--- src/rtl/tmr_pkg.sv ---
package tmr_pkg;
  typedef enum logic [1:0] {
    OP_NONE   = 2'd0,
    OP_DST    = 2'd1,
    OP_TBEGIN = 2'd2,
    OP_TEND   = 2'd3
  } tmr_op_e;
endpackage

--- src/rtl/tmr_freelist.sv ---
module tmr_freelist #(
  parameter int NPHYS = 32,
  parameter int NLIVE = 8,
  localparam int PW = $clog2(NPHYS)
) (
  input  logic             clk,
  input  logic             rst_n,
  input  logic             alloc_en,
  input  logic [NPHYS-1:0] rel_mask,
  input  logic             load_en,
  input  logic [NPHYS-1:0] load_mask,
  output logic [NPHYS-1:0] free_vec,
  output logic             alloc_ok,
  output logic [PW-1:0]    alloc_idx
);
  localparam logic [NPHYS-1:0] RST_FREE = {NPHYS{1'b1}} << NLIVE;
  localparam logic [NPHYS-1:0] ONE      = NPHYS'(1);

  logic [NPHYS-1:0] free_q, free_d, take_mask;
  logic             upd;

  // lowest index wins: scan downward so the last hit is the smallest
  always_comb begin
    alloc_idx = '0;
    for (int i = NPHYS - 1; i >= 0; i--) begin
      if (free_q[i]) alloc_idx = PW'(i);
    end
  end

  assign alloc_ok  = |free_q;
  assign take_mask = alloc_en ? (ONE << alloc_idx) : '0;
  assign upd       = load_en | alloc_en | (|rel_mask);

  always_comb begin
    if (load_en) free_d = load_mask;
    else         free_d = (free_q & ~take_mask) | rel_mask;
  end

  always_ff @(posedge clk or negedge rst_n) begin
    if (!rst_n)   free_q <= RST_FREE;
    else if (upd) free_q <= free_d;
  end

  assign free_vec = free_q;
endmodule

--- src/rtl/tmr_maptable.sv ---
module tmr_maptable #(
  parameter int NARCH = 8,
  parameter int NPHYS = 32,
  localparam int AW = $clog2(NARCH),
  localparam int PW = $clog2(NPHYS)
) (
  input  logic                       clk,
  input  logic                       rst_n,
  input  logic                       ren_en,
  input  logic [AW-1:0]              ren_dst,
  input  logic [PW-1:0]              ren_preg,
  input  logic                       restore_en,
  input  logic [NARCH-1:0][PW-1:0]   restore_map,
  input  logic [NPHYS-1:0]           restore_saved,
  input  logic [AW-1:0]              rd_a,
  input  logic [AW-1:0]              rd_b,
  output logic [PW-1:0]              rd_a_preg,
  output logic [PW-1:0]              rd_b_preg,
  output logic [NARCH-1:0][PW-1:0]   map_vec,
  output logic [NPHYS-1:0]           saved_vec
);
  localparam logic [NPHYS-1:0] RST_SAVED = ~({NPHYS{1'b1}} << NARCH);

  logic [PW-1:0]    map_q [NARCH];
  logic [NPHYS-1:0] saved_q, saved_d;
  logic             saved_upd;

  for (genvar a = 0; a < NARCH; a++) begin : g_ent
    logic          we;
    logic [PW-1:0] nxt;
    assign we  = restore_en | (ren_en && (ren_dst == AW'(a)));
    assign nxt = restore_en ? restore_map[a] : ren_preg;
    always_ff @(posedge clk or negedge rst_n) begin
      if (!rst_n)  map_q[a] <= PW'(a);
      else if (we) map_q[a] <= nxt;
    end
    assign map_vec[a] = map_q[a];
  end

  always_comb begin
    saved_d = saved_q;
    if (restore_en) begin
      saved_d = restore_saved;
    end else if (ren_en) begin
      saved_d[map_q[ren_dst]] = 1'b0;
      saved_d[ren_preg]       = 1'b1;
    end
  end

  assign saved_upd = restore_en | ren_en;

  always_ff @(posedge clk or negedge rst_n) begin
    if (!rst_n)         saved_q <= RST_SAVED;
    else if (saved_upd) saved_q <= saved_d;
  end

  assign rd_a_preg = map_q[rd_a];
  assign rd_b_preg = map_q[rd_b];
  assign saved_vec = saved_q;
endmodule

--- src/rtl/tmr_snapq.sv ---
module tmr_snapq #(
  parameter int NARCH = 8,
  parameter int NPHYS = 32,
  parameter int NPEND = 2,
  localparam int PW   = $clog2(NPHYS),
  localparam int PTRW = (NPEND > 1) ? $clog2(NPEND) : 1,
  localparam int CW   = $clog2(NPEND + 1)
) (
  input  logic                     clk,
  input  logic                     rst_n,
  input  logic                     push_en,
  input  logic [NARCH-1:0][PW-1:0] push_map,
  input  logic [NPHYS-1:0]         push_saved,
  input  logic                     activate_en,
  input  logic                     close_en,
  input  logic                     park_en,
  input  logic [PW-1:0]            park_idx,
  input  logic                     flush_en,
  output logic                     pend_full,
  output logic                     pend_empty,
  output logic                     act_valid,
  output logic [NARCH-1:0][PW-1:0] act_map,
  output logic [NPHYS-1:0]         act_saved,
  output logic [NPHYS-1:0]         resv_vec
);
  logic [NARCH-1:0][PW-1:0] slot_map   [NPEND];
  logic [NPHYS-1:0]         slot_saved [NPEND];

  logic [PTRW-1:0]  wr_q, wr_d, rd_q, rd_d;
  logic [CW-1:0]    cnt_q, cnt_d;
  logic             actv_q, actv_d;
  logic [NPHYS-1:0] resv_q, resv_d;
  logic             pop;

  function automatic logic [PTRW-1:0] ptr_inc(input logic [PTRW-1:0] p);
    return (p == PTRW'(NPEND - 1)) ? '0 : p + PTRW'(1);
  endfunction

  for (genvar s = 0; s < NPEND; s++) begin : g_slot
    logic we;
    assign we = push_en && !flush_en && (wr_q == PTRW'(s));
    always_ff @(posedge clk or negedge rst_n) begin
      if (!rst_n) begin
        slot_map[s]   <= '0;
        slot_saved[s] <= '0;
      end else if (we) begin
        slot_map[s]   <= push_map;
        slot_saved[s] <= push_saved;
      end
    end
  end

  assign pop = activate_en && !flush_en && (cnt_q != '0);

  always_comb begin
    wr_d   = wr_q;
    rd_d   = rd_q;
    cnt_d  = cnt_q;
    actv_d = actv_q;
    resv_d = resv_q;
    if (flush_en) begin
      wr_d   = '0;
      rd_d   = '0;
      cnt_d  = '0;
      actv_d = 1'b0;
      resv_d = '0;
    end else begin
      if (push_en) wr_d = ptr_inc(wr_q);
      if (pop)     rd_d = ptr_inc(rd_q);
      cnt_d = cnt_q + CW'(push_en) - CW'(pop);
      if (pop) actv_d = 1'b1;
      if (close_en) begin
        actv_d = 1'b0;
        resv_d = '0;
      end
      if (park_en) resv_d[park_idx] = 1'b1;
    end
  end

  always_ff @(posedge clk or negedge rst_n) begin
    if (!rst_n) begin
      wr_q   <= '0;
      rd_q   <= '0;
      cnt_q  <= '0;
      actv_q <= 1'b0;
      resv_q <= '0;
    end else begin
      wr_q   <= wr_d;
      rd_q   <= rd_d;
      cnt_q  <= cnt_d;
      actv_q <= actv_d;
      resv_q <= resv_d;
    end
  end

  always_ff @(posedge clk or negedge rst_n) begin
    if (!rst_n) begin
      act_map   <= '0;
      act_saved <= '0;
    end else if (pop) begin
      act_map   <= slot_map[rd_q];
      act_saved <= slot_saved[rd_q];
    end
  end

  assign pend_full  = (cnt_q == CW'(NPEND));
  assign pend_empty = (cnt_q == '0);
  assign act_valid  = actv_q;
  assign resv_vec   = resv_q;
endmodule

--- src/rtl/tmr_rename_ckpt.sv ---
module tmr_rename_ckpt #(
  parameter int NARCH = 8,
  parameter int NPHYS = 32,
  parameter int NPEND = 2,
  localparam int AW = $clog2(NARCH),
  localparam int PW = $clog2(NPHYS)
) (
  input  logic          clk,
  input  logic          rst_n,
  input  logic          dec_valid,
  input  logic [1:0]    dec_kind,
  input  logic [AW-1:0] dec_dst,
  input  logic [AW-1:0] dec_src,
  output logic          dec_ready,
  output logic [PW-1:0] dec_src_preg,
  output logic [PW-1:0] dec_new_preg,
  output logic [PW-1:0] dec_old_preg,
  input  logic          ret_valid,
  input  logic [1:0]    ret_kind,
  input  logic [PW-1:0] ret_old_preg,
  input  logic          abort
);
  import tmr_pkg::*;

  localparam logic [NPHYS-1:0] ONE = NPHYS'(1);

  tmr_op_e dec_op, ret_op;
  logic    dec_fire, ren_en, push_en;
  logic    ret_act, ret_dst, park_en, activate_en, close_en, restore_en;
  logic    alloc_ok, pend_full, pend_empty, act_valid;

  logic [NPHYS-1:0]         free_vec, saved_vec, act_saved, resv_vec;
  logic [NPHYS-1:0]         rel_mask, ret_free_mask;
  logic [NARCH-1:0][PW-1:0] map_vec, act_map;
  logic [PW-1:0]            alloc_idx;

  assign dec_op = tmr_op_e'(dec_kind);
  assign ret_op = tmr_op_e'(ret_kind);

  always_comb begin
    if (abort) begin
      dec_ready = 1'b0;
    end else begin
      case (dec_op)
        OP_DST:    dec_ready = alloc_ok;
        OP_TBEGIN: dec_ready = !pend_full;
        default:   dec_ready = 1'b1;
      endcase
    end
  end

  assign dec_fire = dec_valid && dec_ready;
  assign ren_en   = dec_fire && (dec_op == OP_DST);
  assign push_en  = dec_fire && (dec_op == OP_TBEGIN);

  assign ret_act     = ret_valid && !abort;
  assign ret_dst     = ret_act && (ret_op == OP_DST);
  assign activate_en = ret_act && (ret_op == OP_TBEGIN);
  assign close_en    = ret_act && (ret_op == OP_TEND);
  assign park_en     = ret_dst && act_valid && act_saved[ret_old_preg];

  assign ret_free_mask = (ret_dst && !park_en) ? (ONE << ret_old_preg) : '0;
  assign rel_mask      = ret_free_mask | (close_en ? resv_vec : '0);
  assign restore_en    = abort && act_valid;

  tmr_freelist #(.NPHYS(NPHYS), .NLIVE(NARCH)) u_free (
    .clk       (clk),
    .rst_n     (rst_n),
    .alloc_en  (ren_en),
    .rel_mask  (rel_mask),
    .load_en   (restore_en),
    .load_mask (~act_saved),
    .free_vec  (free_vec),
    .alloc_ok  (alloc_ok),
    .alloc_idx (alloc_idx)
  );

  tmr_maptable #(.NARCH(NARCH), .NPHYS(NPHYS)) u_map (
    .clk           (clk),
    .rst_n         (rst_n),
    .ren_en        (ren_en),
    .ren_dst       (dec_dst),
    .ren_preg      (alloc_idx),
    .restore_en    (restore_en),
    .restore_map   (act_map),
    .restore_saved (act_saved),
    .rd_a          (dec_src),
    .rd_b          (dec_dst),
    .rd_a_preg     (dec_src_preg),
    .rd_b_preg     (dec_old_preg),
    .map_vec       (map_vec),
    .saved_vec     (saved_vec)
  );

  tmr_snapq #(.NARCH(NARCH), .NPHYS(NPHYS), .NPEND(NPEND)) u_snap (
    .clk         (clk),
    .rst_n       (rst_n),
    .push_en     (push_en),
    .push_map    (map_vec),
    .push_saved  (saved_vec),
    .activate_en (activate_en),
    .close_en    (close_en),
    .park_en     (park_en),
    .park_idx    (ret_old_preg),
    .flush_en    (abort),
    .pend_full   (pend_full),
    .pend_empty  (pend_empty),
    .act_valid   (act_valid),
    .act_map     (act_map),
    .act_saved   (act_saved),
    .resv_vec    (resv_vec)
  );

  assign dec_new_preg = alloc_idx;
endmodule

--- config.mk ---
export PLATFORM = sky130hd
export DESIGN_NAME = tmr_rename_ckpt
export DESIGN_NICKNAME = d
export VERILOG_FILES = /design/src/rtl/tmr_pkg.sv /design/src/rtl/tmr_freelist.sv /design/src/rtl/tmr_maptable.sv /design/src/rtl/tmr_snapq.sv /design/src/rtl/tmr_rename_ckpt.sv
export SDC_FILE = /design/constraint.sdc
export NUM_CORES = 1
export LEC_CHECK = 0
export BUFFER_PORTS_ARGS = -buffer_cell sky130_fd_sc_hd__buf_2
export CELL_PAD_IN_SITES_DETAIL_PLACEMENT = 0
export CELL_PAD_IN_SITES_GLOBAL_PLACEMENT = 1
export CORE_ASPECT_RATIO = 1.1
export CORE_MARGIN = 2
export CORE_UTILIZATION = 45
export DETAILED_ROUTE_END_ITERATION = 10
export PLACE_DENSITY = 0.72
export SLEW_MARGIN = 20
export SYNTH_ARGS = -nofsm -noshare
export SYNTH_HDL_FRONTEND = slang
export SYNTH_SLANG_ARGS = --single-unit
--- constraint.sdc ---
create_clock -name clk -period 2.97 [get_ports clk]
set_input_delay 0 -clock clk [delete_from_list [all_inputs] [get_ports clk]]
set_output_delay 0 -clock clk [all_outputs]
set_load 0.005 [all_outputs]
==> metrics.md <==
| Metric | Value |
|---|---|
| Most frequently used cell type in the post-synthesis netlist | `sky130_fd_sc_hd__dfrtp_1` |
| Crit path capture type | `register` |
| Total routing usage reported by global routing | `around a quarter` |
| Setup repair after global routing missed its margin | `no` |
| Area taken by multi-input logic gates | `0.00801 mm^2` |
| Outcome | `finished clean` |
| Nets in the synthesized netlist | `1478` |
| Number of antenna repair diodes | `0` |
| Worst Slack Setup Final | `119 ps` |
| Share of post-route cells with drive strength above 1 | `around 28%` |
| Register area | `0.00899 mm^2` |
| Power density of the placed cells | `749 mW/mm^2` |
| Source-to-sink clock delay at the later pin of the worst-skew pair | `560 ps` |
| Primary flip-flop cell chosen by synthesis mapping | `sky130_fd_sc_hd__dfrtp_1` |
| Net count, final | `1560` |
| Fin Clk Skew | `13.6 ps` |
| Area fraction of the dominant cell type after synthesis | `44.8%` |
| Avg Synthesized Cell Area | `12.0 um^2` |
| Path category of the worst min-delay check | `in2async` |
| Die footprint | `0.0405 mm^2` |
| Buffers added on ports | `35` |
| Total congestion overflow | `0` |
| Shortest period the worst path allows | `2850 ps` |
| # placed instances | `~2000` |
| Wire per inst | `23.8 um` |
| Startpoint type of the worst setup path | `register` |
| Number of DRC violations after detailed routing | `0` |
| Via count of the first global-routing pass | `12708` |
| Number of nets still failing antenna checks after routing | `0` |
| Switching power | `0.00478 W` |
| Largest net degree at the start of global routing | `around 150` |
| Maximum ir drop on the vdd rail | `0.512 mV` |
| Sum of net half-perimeters after detailed placement | `33700 um` |
| Crit share post-route | `96.0%` |
| Synth warn | `0` |
| Cell type with the largest total area after synthesis | `sky130_fd_sc_hd__dfrtp_1` |
| Critical path required time | `about 3400 ps` |
| Slew margin rel. | `45.4%` |
| DRC marker count from the first detailed-route iteration | `between 900 and 1000` |
| Seq pwr share | `43.1%` |
| Total wire length after detailed routing | `49100 um` |
| Clock sink total | `~360` |
| Count of H-tree levels built during CTS | `2` |
| Most area-consuming cells after synthesis | `sky130_fd_sc_hd__dfrtp_1, sky130_fd_sc_hd__mux2_4, sky130_fd_sc_hd__dfstp_2` |
| Top-level I/O count | `36` |
| Initial Utilization | `45.8%` |
| Filler instances | `3291` |
| Clock-pin slew on the worst setup and hold paths | `60 ps` |
| Drt via density | `around 5.9` |
| Via count | `12186` |
| Path type of the worst setup path | `reg2reg` |
| Number of enable-type register cells in the synthesized netlist | `0` |
| Die outline width | `192 um` |
| Fraction of the yosys area taken by sequential cells | `51.4%` |
| Cell at the root of the clock tree | `sky130_fd_sc_hd__clkbuf_16` |
| Count of different cell masters after synthesis | `70` |
| Clock share of power | `between 30% and 40%` |
| Post-Route Utilization | `between 50% and 60%` |
| Cell Chain, Critical Path | `nor4_2 -> nand4_2 -> o41ai_2 -> a21oi_1 -> and3_4 -> nor2b_4 -> buf_12 -> mux2_4` |
| Crit-path max FO | `24` |
| CTS tree | `done` |
| Final standard cell count with taps included and fillers excluded | `2067` |
| List of most frequent post-synthesis cells | `sky130_fd_sc_hd__dfrtp_1, sky130_fd_sc_hd__mux2_4, sky130_fd_sc_hd__a21oi_1` |
| Final hold violation count | `0` |
| Maximum buffer depth of the clock tree | `3` |
| Gp weighted congestion | `0.911` |
| Cell count after synthesis | `1454` |
| Setup Slack @ Placement | `96.2 ps` |
| Placeable Area | `0.0382 mm^2` |
| Floorplan row count | `75` |
| Fraction of registers with async set or reset after synthesis | `100%` |
| Slew Viols, Final | `0` |
| Switching power share of the total | `a little under a third` |
| Peak per-stage delay on the critical path | `580 ps` |
| Final-layout setup total negative slack | `0 ps` |
| Min Hold Slack | `roughly 52 ps` |
| Chip Height | `around 210 um` |
| Pint | `0.0103 W` |
| Area grow syn2layout | `14.9%` |
| Endpoint arrival time on the critical path | `3280 ps` |
| Number of buffers created by CTS | `41` |
| Final-report setup violation count | `0` |
| Initial antenna violation count | `1` |
| Combinational group share of total power | `24.2%` |
| Total of flip-flops plus latches after synthesis | `357` |
| Maximum Capacitance Violations | `0` |
| Number of optimization iterations in the first detailed-route pass | `5` |
| Maximum frequency from static timing analysis | `roughly 0.35 GHz` |
| Master of the slowest instance on the critical path | `sky130_fd_sc_hd__nor4_2` |
| Worst Max-Slew Pin Slew | `812 ps` |
| Global-route wire length before repair | `77500 um` |
| Leakage Power | `about 8.9 nW` |
| Post-Syn Area | `0.0175 mm^2` |
[through the flow]
step | power [W] | cell area, um^2
2_1_floorplan | 0.00836 | 17500
3_3_place_gp | 0.0101 | 18700
3_5_place_dp | 0.0101 | 18700
4_1_cts | 0.0151 | 20100
5_1_grt | 0.0158 | 20100
6_report | 0.0150 | 20100
[worst max-delay path, delay by kind of cell (launching register included)]
family,cells,cell delay (ps)
mux,1,320
buf+inv,1,220
flops,1,390
simple gates,4,1240
compound gates,2,520
[metal layers]
metal / vias to the layer above / wire length [um] / GRT usage (%)
li1: 5505 / - / -
met1: 6315 / 22100 / 34.5
met2: 279 / 23600 / 41.4
met3: 87 / 2090 / 3.94
met4: 0 / 1310 / 7.53
met5: - / 0 / 0
[layout by cell type, fill, tap and decap left out, drive strengths merged, types with 8 or more instances in the layout]
cell type  netlist  final
nand2          115    115
o211ai          35     35
inv             15     17
nor2           117    117
nand2b           9      9
a21boi          11     11
o21ai           66     66
nor4             8      8
buf             33    124
dfstp           44     44
nand3b          10     10
mux4            28     28
a22o            43     43
mux2i          103    103
o31ai           11     11
nor3            19     19
a22oi           17     17
nand3           26     26
mux2           153    153
dfrtp          313    313
a21oi          118    118
clkbuf          59     63
[flip-flops by register name, indices dropped and copies added, names as in the netlist]
signal             count
u_snap.act_map        40
u_map.map_vec         40
u_snap.slot_map       80
u_snap.rd_q            1
u_snap.act_valid       1
u_snap.slot_saved     64
u_map.saved_vec       32
u_snap.cnt_q           2
u_snap.act_saved      32
u_free.free_vec       32
u_snap.resv_vec       32
u_snap.wr_q            1
[worst paths after layout]
kind / to / cells after the start / startpoint / slack, ps
max: u_snap.slot_saved[60] / 8 / u_free.free_vec[13] / 120
min: u_snap.slot_map[67] / 2 / rst_n / 50
max reg2reg: u_snap.slot_saved[60] / 8 / u_free.free_vec[13] / 120
min reg2reg: u_map.map_vec[23] / 2 / u_snap.act_map[23] / 470
max in group asynchronous: u_map.map_vec[31] / 3 / rst_n / 1990
min in group clk: u_snap.cnt_q[0] / 4 / dec_valid / 90
[power by group through the flow]
stage,Combinational (W),Sequential (W),Clock (W)
6_report,0.00364,0.00649,0.00492
5_1_grt,0.00394,0.00659,0.00524
4_1_cts,0.00361,0.00648,0.00503
3_5_place_dp,0.00359,0.00655,0
3_3_place_gp,0.00354,0.00652,0
2_1_floorplan,0.00209,0.00627,0
[timing repair]
item | CTS | global route
resized for setup | 0 | 5
endpoints found under the setup margin | 0 | 10
hold buffers | 7 | 0
hold endpoints to repair | 131 | 0
setup buffers | 0 | 0
[final cells by class]
type | count | area share [%]
clock buffer | 63 | 5.82
inverter | 15 | 0.280
clock inverter | 11 | 0.598
multi-input combinational | 990 | 39.9
sequential | 357 | 44.8
tap | 500 | 3.11
timing repair buffer | 131 | 5.59
[cells by family (layout without fill, tap and decap cells)]
logic type / after synthesis / after routing / synth area share, %
flip-flops: 357 / 357 / 51.4
AND/OR/NAND/NOR: 350 / 350 / 9.55
AO/OA/AOI/OAI: 348 / 348 / 13.1
multiplexers: 284 / 284 / 22.4
buffers and inverters: 107 / 220 / 3.11
adder cells (fa/ha/maj): 4 / 4 / 0.286
XOR/XNOR: 4 / 4 / 0.200
Note: power is estimated with default switching activity, not from simulation.
